--- src/rtl/serial_rx_pkg.sv ---
package serial_rx_pkg;
  typedef enum logic [1:0] {
    RX_IDLE = 2'd0,
    RX_DATA = 2'd1,
    RX_PAR  = 2'd2,
    RX_STOP = 2'd3
  } rx_state_t;
endpackage

--- src/rtl/rx_frame.sv ---
module rx_frame #(
  parameter int DATA_W = 8
) (
  input  logic              clk,
  input  logic              rst,
  input  logic              en,
  input  logic              tick,
  input  logic              rxd,
  input  logic              par_en,
  input  logic              par_odd,
  output logic              done,
  output logic [DATA_W-1:0] byte_o,
  output logic              par_bad,
  output logic              stop_bad
);
  import serial_rx_pkg::*;
  localparam int CW = (DATA_W > 1) ? $clog2(DATA_W) : 1;

  rx_state_t   st;
  logic [CW-1:0] cnt;
  logic [DATA_W-1:0] sh;
  logic [DATA_W-1:0] sh_next;

  assign sh_next = {rxd, sh[DATA_W-1:1]};

  always_ff @(posedge clk) begin
    done     <= 1'b0;
    stop_bad <= 1'b0;
    if (rst || !en) begin
      st      <= RX_IDLE;
      cnt     <= '0;
      par_bad <= 1'b0;
    end else if (tick) begin
      unique case (st)
        RX_IDLE: if (!rxd) begin
          st  <= RX_DATA;
          cnt <= '0;
        end
        RX_DATA: begin
          sh  <= sh_next;
          cnt <= cnt + 1'b1;
          if (cnt == CW'(DATA_W - 1)) begin
            if (par_en) st <= RX_PAR;
            else begin
              st      <= RX_STOP;
              done    <= 1'b1;
              byte_o  <= sh_next;
              par_bad <= 1'b0;
            end
          end
        end
        RX_PAR: begin
          st      <= RX_STOP;
          done    <= 1'b1;
          byte_o  <= sh;
          par_bad <= (^sh) ^ rxd ^ par_odd;
        end
        RX_STOP: begin
          st       <= RX_IDLE;
          stop_bad <= !rxd;
        end
        default: st <= RX_IDLE;
      endcase
    end
  end

  p_idle_when_off_r1: assert property (@(posedge clk) disable iff (rst)
    !en |=> (st == RX_IDLE && !done));
  p_done_needs_tick_r2: assert property (@(posedge clk) disable iff (rst)
    done |-> $past(tick));
endmodule

--- src/rtl/rx_fifo2.sv ---
module rx_fifo2 #(
  parameter int DATA_W = 8,
  parameter int DEPTH  = 2
) (
  input  logic              clk,
  input  logic              rst,
  input  logic              push,
  input  logic [DATA_W-1:0] din,
  input  logic              rd_req,
  output logic [DATA_W-1:0] dout,
  output logic              not_empty,
  output logic              full
);
  localparam int AW = (DEPTH > 1) ? $clog2(DEPTH) : 1;
  localparam int NW = $clog2(DEPTH + 1);

  logic [DATA_W-1:0] mem [DEPTH];
  logic [AW-1:0] wp, rp;
  logic [NW-1:0] num;
  logic pop;

  assign pop       = rd_req && (num != '0);
  assign not_empty = (num != '0);
  assign full      = (num == NW'(DEPTH));

  function automatic logic [AW-1:0] inc(input logic [AW-1:0] p);
    return (p == AW'(DEPTH - 1)) ? '0 : p + 1'b1;
  endfunction

  always_ff @(posedge clk) begin
    if (push) mem[wp] <= din;
  end

  always_ff @(posedge clk) begin
    if (pop) dout <= mem[rp];
  end

  always_ff @(posedge clk) begin
    if (rst) begin
      wp  <= '0;
      rp  <= '0;
      num <= '0;
    end else begin
      if (push) wp <= inc(wp);
      if (pop)  rp <= inc(rp);
      if (push && !pop)      num <= num + 1'b1;
      else if (pop && !push) num <= num - 1'b1;
    end
  end

  p_no_push_full_r6: assert property (@(posedge clk) disable iff (rst)
    push |-> (!full || pop));
  p_count_bound_r7: assert property (@(posedge clk) disable iff (rst)
    num <= NW'(DEPTH));
  p_empty_read_r8: assert property (@(posedge clk) disable iff (rst)
    (rd_req && !not_empty && !push) |=> !not_empty);
endmodule

--- src/rtl/serial_rx_queue.sv ---
module serial_rx_queue #(
  parameter int DATA_W = 8,
  parameter int DEPTH  = 2
) (
  input  logic              clk,
  input  logic              rst,
  input  logic              rx_en,
  input  logic              samp_tick,
  input  logic              rxd,
  input  logic              par_en,
  input  logic              par_odd,
  input  logic              rd_stb,
  input  logic [2:0]        err_clr,
  output logic [DATA_W-1:0] rd_data,
  output logic              rdy_flag,
  output logic              full_flag,
  output logic              par_err,
  output logic              frm_err,
  output logic              ovr_err
);
  logic              f_done, f_pbad, f_sbad;
  logic [DATA_W-1:0] f_byte;
  logic              held_v, held_bad;
  logic [DATA_W-1:0] held_d;
  logic              drain, push, push_bad, to_held;
  logic [DATA_W-1:0] push_d;

  rx_frame #(.DATA_W(DATA_W)) u_frame (
    .clk(clk), .rst(rst), .en(rx_en), .tick(samp_tick), .rxd(rxd),
    .par_en(par_en), .par_odd(par_odd), .done(f_done), .byte_o(f_byte),
    .par_bad(f_pbad), .stop_bad(f_sbad)
  );

  rx_fifo2 #(.DATA_W(DATA_W), .DEPTH(DEPTH)) u_fifo (
    .clk(clk), .rst(rst), .push(push), .din(push_d), .rd_req(rd_stb),
    .dout(rd_data), .not_empty(rdy_flag), .full(full_flag)
  );

  assign drain    = held_v && !full_flag;
  assign to_held  = f_done && (held_v || full_flag);
  assign push     = drain || (f_done && !held_v && !full_flag);
  assign push_d   = drain ? held_d : f_byte;
  assign push_bad = drain ? held_bad : f_pbad;

  always_ff @(posedge clk) begin
    if (rst) begin
      held_v  <= 1'b0;
      par_err <= 1'b0;
      frm_err <= 1'b0;
      ovr_err <= 1'b0;
    end else begin
      if (to_held) begin
        held_v   <= 1'b1;
        held_d   <= f_byte;
        held_bad <= f_pbad;
      end else if (drain) begin
        held_v <= 1'b0;
      end
      par_err <= (par_err && !err_clr[0]) || (push && push_bad);
      frm_err <= (frm_err && !err_clr[1]) || f_sbad;
      ovr_err <= (ovr_err && !err_clr[2]) || (to_held && held_v && !drain);
    end
  end

  p_full_has_rdy_r7: assert property (@(posedge clk) disable iff (rst)
    full_flag |-> rdy_flag);
  p_held_needs_data_r9: assert property (@(posedge clk) disable iff (rst)
    held_v |-> rdy_flag);
  p_ovr_sticky_r11: assert property (@(posedge clk) disable iff (rst)
    (ovr_err && !err_clr[2]) |=> ovr_err);
  p_ovr_cause_r10: assert property (@(posedge clk) disable iff (rst)
    $rose(ovr_err) |-> $past(held_v && f_done));
endmodule

--- config.mk ---
export PLATFORM = sky130hd
export DESIGN_NAME = serial_rx_queue
export DESIGN_NICKNAME = d
export VERILOG_FILES = /design/src/rtl/serial_rx_pkg.sv /design/src/rtl/rx_frame.sv /design/src/rtl/rx_fifo2.sv /design/src/rtl/serial_rx_queue.sv
export SDC_FILE = /design/constraint.sdc
export NUM_CORES = 1
export LEC_CHECK = 0
export BUFFER_PORTS_ARGS = -buffer_cell sky130_fd_sc_hd__buf_2
export CORE_UTILIZATION = 30
export CTS_CLUSTER_SIZE = 14
export DETAILED_ROUTE_END_ITERATION = 8
export PLACE_DENSITY_LB_ADDON = 0.3
export SYNTH_ARGS = -nofsm -noshare
export SYNTH_HDL_FRONTEND = slang
export SYNTH_SLANG_ARGS = --single-unit
--- constraint.sdc ---
create_clock -name clk -period 2.32 [get_ports clk]
set_input_delay 0.232 -clock clk [delete_from_list [all_inputs] [get_ports clk]]
set_output_delay 0.232 -clock clk [all_outputs]
set_load 0.005 [all_outputs]
After elaboration in Yosys (flattened, before gate mapping) --
Memory sizes are Yosys's and may differ from the RTL's. A register that Yosys moved wholly into a read port is not among the register bits. Index checks and enable logic that the tools add are counted. W data, S select, Z words.
Storage, ports and cells: memories kept 1, input bits 11, register bits after elaboration 41, output and inout bits 13, word-level logic and storage cells 105, memory bits (writable) 16
Memories:
- u_fifo.mem | depth 2, bits a word 8, read ports 1, clocked after memory_dff 1, wr ports 1, RTL line rx_fifo2.sv:17 | logic [DATA_W-1:0] mem [DEPTH];
Cells by class: mux-type cells 25, eq/ne operators 8, reduce and logical (&&, ||, !) cells 44, bitwise operators 6, add/sub/neg operators 5
Operators with widths (count):
- $mux W8 | 3
- $pmux W8 S2 | 1
- $logic_and A1 B1 Y1 | 13
- $mux W1 | 12
- $logic_not A1 Y1 | 10
- $reduce_bool A2 Y1 | 5
- $reduce_and A3 Y1 | 3
- $mux W2 | 4
- $pmux W2 S4 | 1
- $reduce_xor A8 Y1 | 1
- $eq A2 B2 Y1 const B | 3
- $logic_or A1 B1 Y1 | 6
- $pmux W3 S2 | 1
- $reduce_and A5 Y1 | 1
- $ne A2 B2 Y1 const B | 2
- $not A1 Y1 | 4
- $pmux W1 S2 | 2
- $reduce_and A4 Y1 | 1
- $add A3 B1 Y3 const B | 1
- $eq A3 B3 Y1 const B | 1
- $mux W3 | 1
- $reduce_or A3 Y1 | 1
- $add A1 B1 Y1 const B | 2
- $add A2 B1 Y2 const B | 1
- 7 further kinds | 8

Depth between registers and ports, before layout --
depth after elaboration 8, gate-level depth with buffers 7, mapped depth without buffers 7

Cells and area by module --
A second synthesis with hierarchy kept.
Unflattened totals: cell total of the unflattened synthesis 178, area, all modules 2733.9 um^2
By module, submodules not included:
- rx_frame | seq. area each 640.6 um^2, area each 1146.1 um^2, cells an instance 83, instances 1
- rx_fifo2 | seq. area each 800.8 um^2, area each 1007.2 um^2, cells an instance 54, instances 1
- serial_rx_queue | seq. area each 350.3 um^2, area each 580.6 um^2, cells an instance 41, instances 1

Worst setup path after synthesis --
OpenSTA, ideal clock, no wires.
path kind flip-flop to flip-flop, from register u_fifo.num[0], to memory u_fifo.mem[0][0], enable pin, setup time 0.383 ns, buffers on the path 0, arrival 1.265 ns, path slack 0.672 ns, required time 1.937 ns, clock period less this slack 1.648 ns, cell stages (with the launch flop) 4, cell sequence dfxtp_1 nand2b_1 inv_2 nor3_1
On the way: word-level cells in the longest chain between the ends 6, elaborated cells on any way between the ends 7, those cells by class eq/ne: 1; mux: 2; reduce/logical: 4
RTL lines:
- start, declared | RTL line rx_fifo2.sv:19 | logic [NW-1:0] num;
- start signal, assigned | RTL line rx_fifo2.sv:46 | if (push && !pop) num <= num + 1'b1;
- start signal, assigned | RTL line rx_fifo2.sv:47 | else if (pop && !push) num <= num - 1'b1;
- $eq A2 B2 Y1 (*) | RTL line rx_fifo2.sv:24 | assign full = (num == NW'(DEPTH));
- via full_flag | RTL line serial_rx_queue.sv:16 | output logic full_flag,
- $logic_not A1 Y1 (*) | RTL line serial_rx_queue.sv:39, serial_rx_queue.sv:41
- $logic_and A1 B1 Y1, on equally long branches | RTL line serial_rx_queue.sv:39, serial_rx_queue.sv:41
- $logic_or A1 B1 Y1 (*) | RTL line serial_rx_queue.sv:41 | assign push = drain || (f_done && !held_v && !full_flag);
- $mux W1 (*) | RTL line rx_fifo2.sv:31 | if (push) mem[wp] <= din;
- $mux W1 (implied by the code) (*) | RTL line rx_fifo2.sv:31
- end, declared | RTL line rx_fifo2.sv:17
The timed path passes the listed nets; every way through them passes the cells marked *.

Final worst setup path --
from register u_fifo.num[0], to register u_fifo.num[1]
On the way: word-level cells in the longest chain between the ends 7, elaborated cells on any way between the ends 16, those cells by class add/sub: 2; eq/ne: 1; mux: 2; reduce/logical: 11
RTL lines:
- $eq A2 B2 Y1 (*) | RTL line rx_fifo2.sv:24
- $logic_not A1 Y1 (*) | RTL line serial_rx_queue.sv:39, serial_rx_queue.sv:41
- $logic_and A1 B1 Y1, on equally long branches | RTL line serial_rx_queue.sv:39, serial_rx_queue.sv:41
- $logic_or A1 B1 Y1 (*) | RTL line serial_rx_queue.sv:41
- via push | RTL line serial_rx_queue.sv:25 | logic drain, push, push_bad, to_held;
- $logic_not A1 Y1 | RTL line rx_fifo2.sv:47
- $logic_and A1 B1 Y1 | RTL line rx_fifo2.sv:47
- $reduce_bool A2 Y1 (no source line)
The timed path passes the listed nets; every way through them passes the cells marked *. The select of a mux whose other input is x is not followed. A chain may end at the register's enable or synchronous reset.

==> metrics <==
CTS max path bufs=2; final WL=4000 um; HP Class=in2reg; GRT Overall Usage=0.0966; Final Skew=8.47 ps; GRT met1 Usage=0.111; Synth area leaders=edfxtp_1 54%, dfxtp_1 12%, mux2_2 10%, ha_1 3.7%, xnor2_1 1.9%; Layout area overhead=17.0%; drt first pass iters=4; Die ar.=0.00939 mm2; Total Power=2.36 mW; count leader, synth=edfxtp_1; Post-synth EDFFs=49; cell area after synthesis=0.00270 mm2; Worst-path clk slew=80 ps; hold-fix buffers at CTS=0; post-route antenna net violation count=0; share of cells above drive strength 1=0.305; Unique masters post-synth=36; Final Hold Fails=0; num rows=34; M3 GR Usage=0.0282; routed len/inst=12.0 um; H-Tree Depth=3; Peak supply drop=0.000238 V; Final nets=240; CTS Sinks=65; Final TNS setup=0 ps; prevailing post-synth register cell=edfxtp_1; cts bufs inserted=9; hold path cells=3; synthesized netlist cell count=188; core box area=0.00872 mm2; total gr overflow=0; reg2reg path depth=6; initial antenna violation count=0; # DRC=0; Mean Syn Cell Area=14.4 um2; drt first-iter violations=42; Mapped Nets=207; maximum number of pins on one net before global-route repair=14; hpwl dp=2850 um; Final Wtd Congestion=0.782; # setup viols final=0; vias per cell=4.52; Clock Latency Late Sink=340 ps; Die Wd=96.9 um; Die Y=96.9 um; Antenna Cells=0; Slew headroom=0.722; initial cell density of the core=0.310; Synth top area share=0.544; fin. max-slew vios=0; vias=1,510; Max Fclk=0.545 GHz; RSZ-0062 raised after global routing=no; PortBufs=23; setup bufs post-CTS=0; IO Count=24; vias in the first global route=1,476; CTS root buffer=clkbuf_8; Worst Tran Pin Value=417 ps; Yosys warning count=0; crit path capture type=flop; Leakage=1.14 nW; post-synthesis async set-or-reset flop share=0; Yosys top cell by area=edfxtp_1; maximum fanout along the worst path=8; post-synthesis register bit count=65; outcome=finished clean; Worst Path Required=2600 ps; TritonCTS clock tree=built; gr busiest metal=met2; FF+latch area=0.00179 mm2; Setup Crit Path Kind=reg2reg; CTS resizes=0; fin crit share=0.790; synth cell count leaders=49 x edfxtp_1, 24 x mux2_2, 16 x dfxtp_1; CP Data Arrival Time=2110 ps; pwr/cell area=745 mW/mm2; Fill cells=834; max_cap viols=0; Worst setup SP type=flop; global-route wire length before repair=6890 um; sequential fraction of the synthesis area=0.663; Period minus WS final=1830 ps; multi-input gate area in the final layout=865 um2; GR Util met2=0.149
==> worst paths after layout <==
| check | startpoint | endpoint | slack [ps] |
|---|---|---|---|
| setup / recovery | u_fifo.num[0] | u_fifo.num[1] | 490 |
| setup reg to reg | u_fifo.num[0] | u_fifo.num[1] | 490 |
| hold reg to reg | u_frame.stop_bad | frm_err | 440 |
| hold / removal | err_clr[0] | par_err | 140 |
==> area by class of cell <==
type                       instances  area share
sequential                        65       0.566
inverter                           8     0.00949
clock buffer                       9      0.0392
clock inverter                     7      0.0253
timing repair buffer              26      0.0435
tap                              108      0.0427
multi-input combinational        111       0.273
==> flip-flops by register name, summed over array words and instances, names as in the netlist, 2 cells and up <==
register / cells
u_frame.cnt: 3
u_fifo.dout: 8
u_frame.sh: 8
held_d: 8
u_fifo.mem: 16
u_frame.st: 2
u_fifo.num: 2
u_frame.byte_o: 8
==> through the flow <==
stage | std cells | setup slack [ps] | utilization | hold WS (ps) | cell area (um2)
2_1_floorplan | 188 | 672 | - | 331 | 2700
3_3_place_gp | 318 | 592 | 0.339 | 421 | 2960
3_5_place_dp | 318 | 506 | 0.339 | 429 | 2960
4_1_cts | 334 | 475 | 0.363 | 123 | 3160
5_1_grt | 334 | 329 | 0.363 | 146 | 3160
6_report | 334 | 486 | 0.363 | 144 | 3160
==> metal layers <==
metal	part of all wire	wire length (um)
met1	0.44	1770
met2	0.50	2000
met3	0.031	126
met4	0.027	110
met5	0	0
==> cell families (layout without fill, tap and decap cells) <==
family | after synthesis | in the layout | share of synthesized area
flops | 65 | 65 | 0.663
fa+ha+maj | 8 | 8 | 0.0370
xor+xnor | 11 | 11 | 0.0407
mux | 25 | 25 | 0.104
compound gates | 20 | 20 | 0.0449
buf+inv | 12 | 50 | 0.0171
simple gates | 47 | 47 | 0.0935
==> layout by cell type (no fill, tap or decap), types with 2 or more instances in the layout <==
| cell type | count |
|---|---|
| buf_4 | 3 |
| edfxtp_1 | 49 |
| ha_1 | 8 |
| clkinvlp_4 | 2 |
| inv_1 | 7 |
| nor2b_1 | 2 |
| o21ai_0 | 3 |
| dfxtp_1 | 16 |
| nand2_1 | 9 |
| nand2b_1 | 6 |
| mux2_2 | 24 |
| and2_1 | 2 |
| clkbuf_8 | 9 |
| o21ai_1 | 2 |
| xnor2_1 | 6 |
| buf_2 | 23 |
| a211oi_1 | 2 |
| xor2_1 | 4 |
| a21oi_1 | 8 |
| and3_1 | 2 |
| nand3_1 | 5 |
| nand4bb_1 | 2 |
| nor2_1 | 12 |
| clkinv_4 | 3 |
==> power breakdown <==
part	switching [mW]	internal, mW	total, mW
clock	0.466	0.504	0.971
combinational	0.0576	0.0556	0.113
sequential	0.0147	1.26	1.27
==> worst max-delay path: stages, from the launching register on <==
cell      delay [ps]
dfxtp_1          400
nand2b_1         210
inv_2             90
nor2_1           220
ha_1             310
or3_1            390
a21oi_1          150
(Power assumes the default switching activity.)
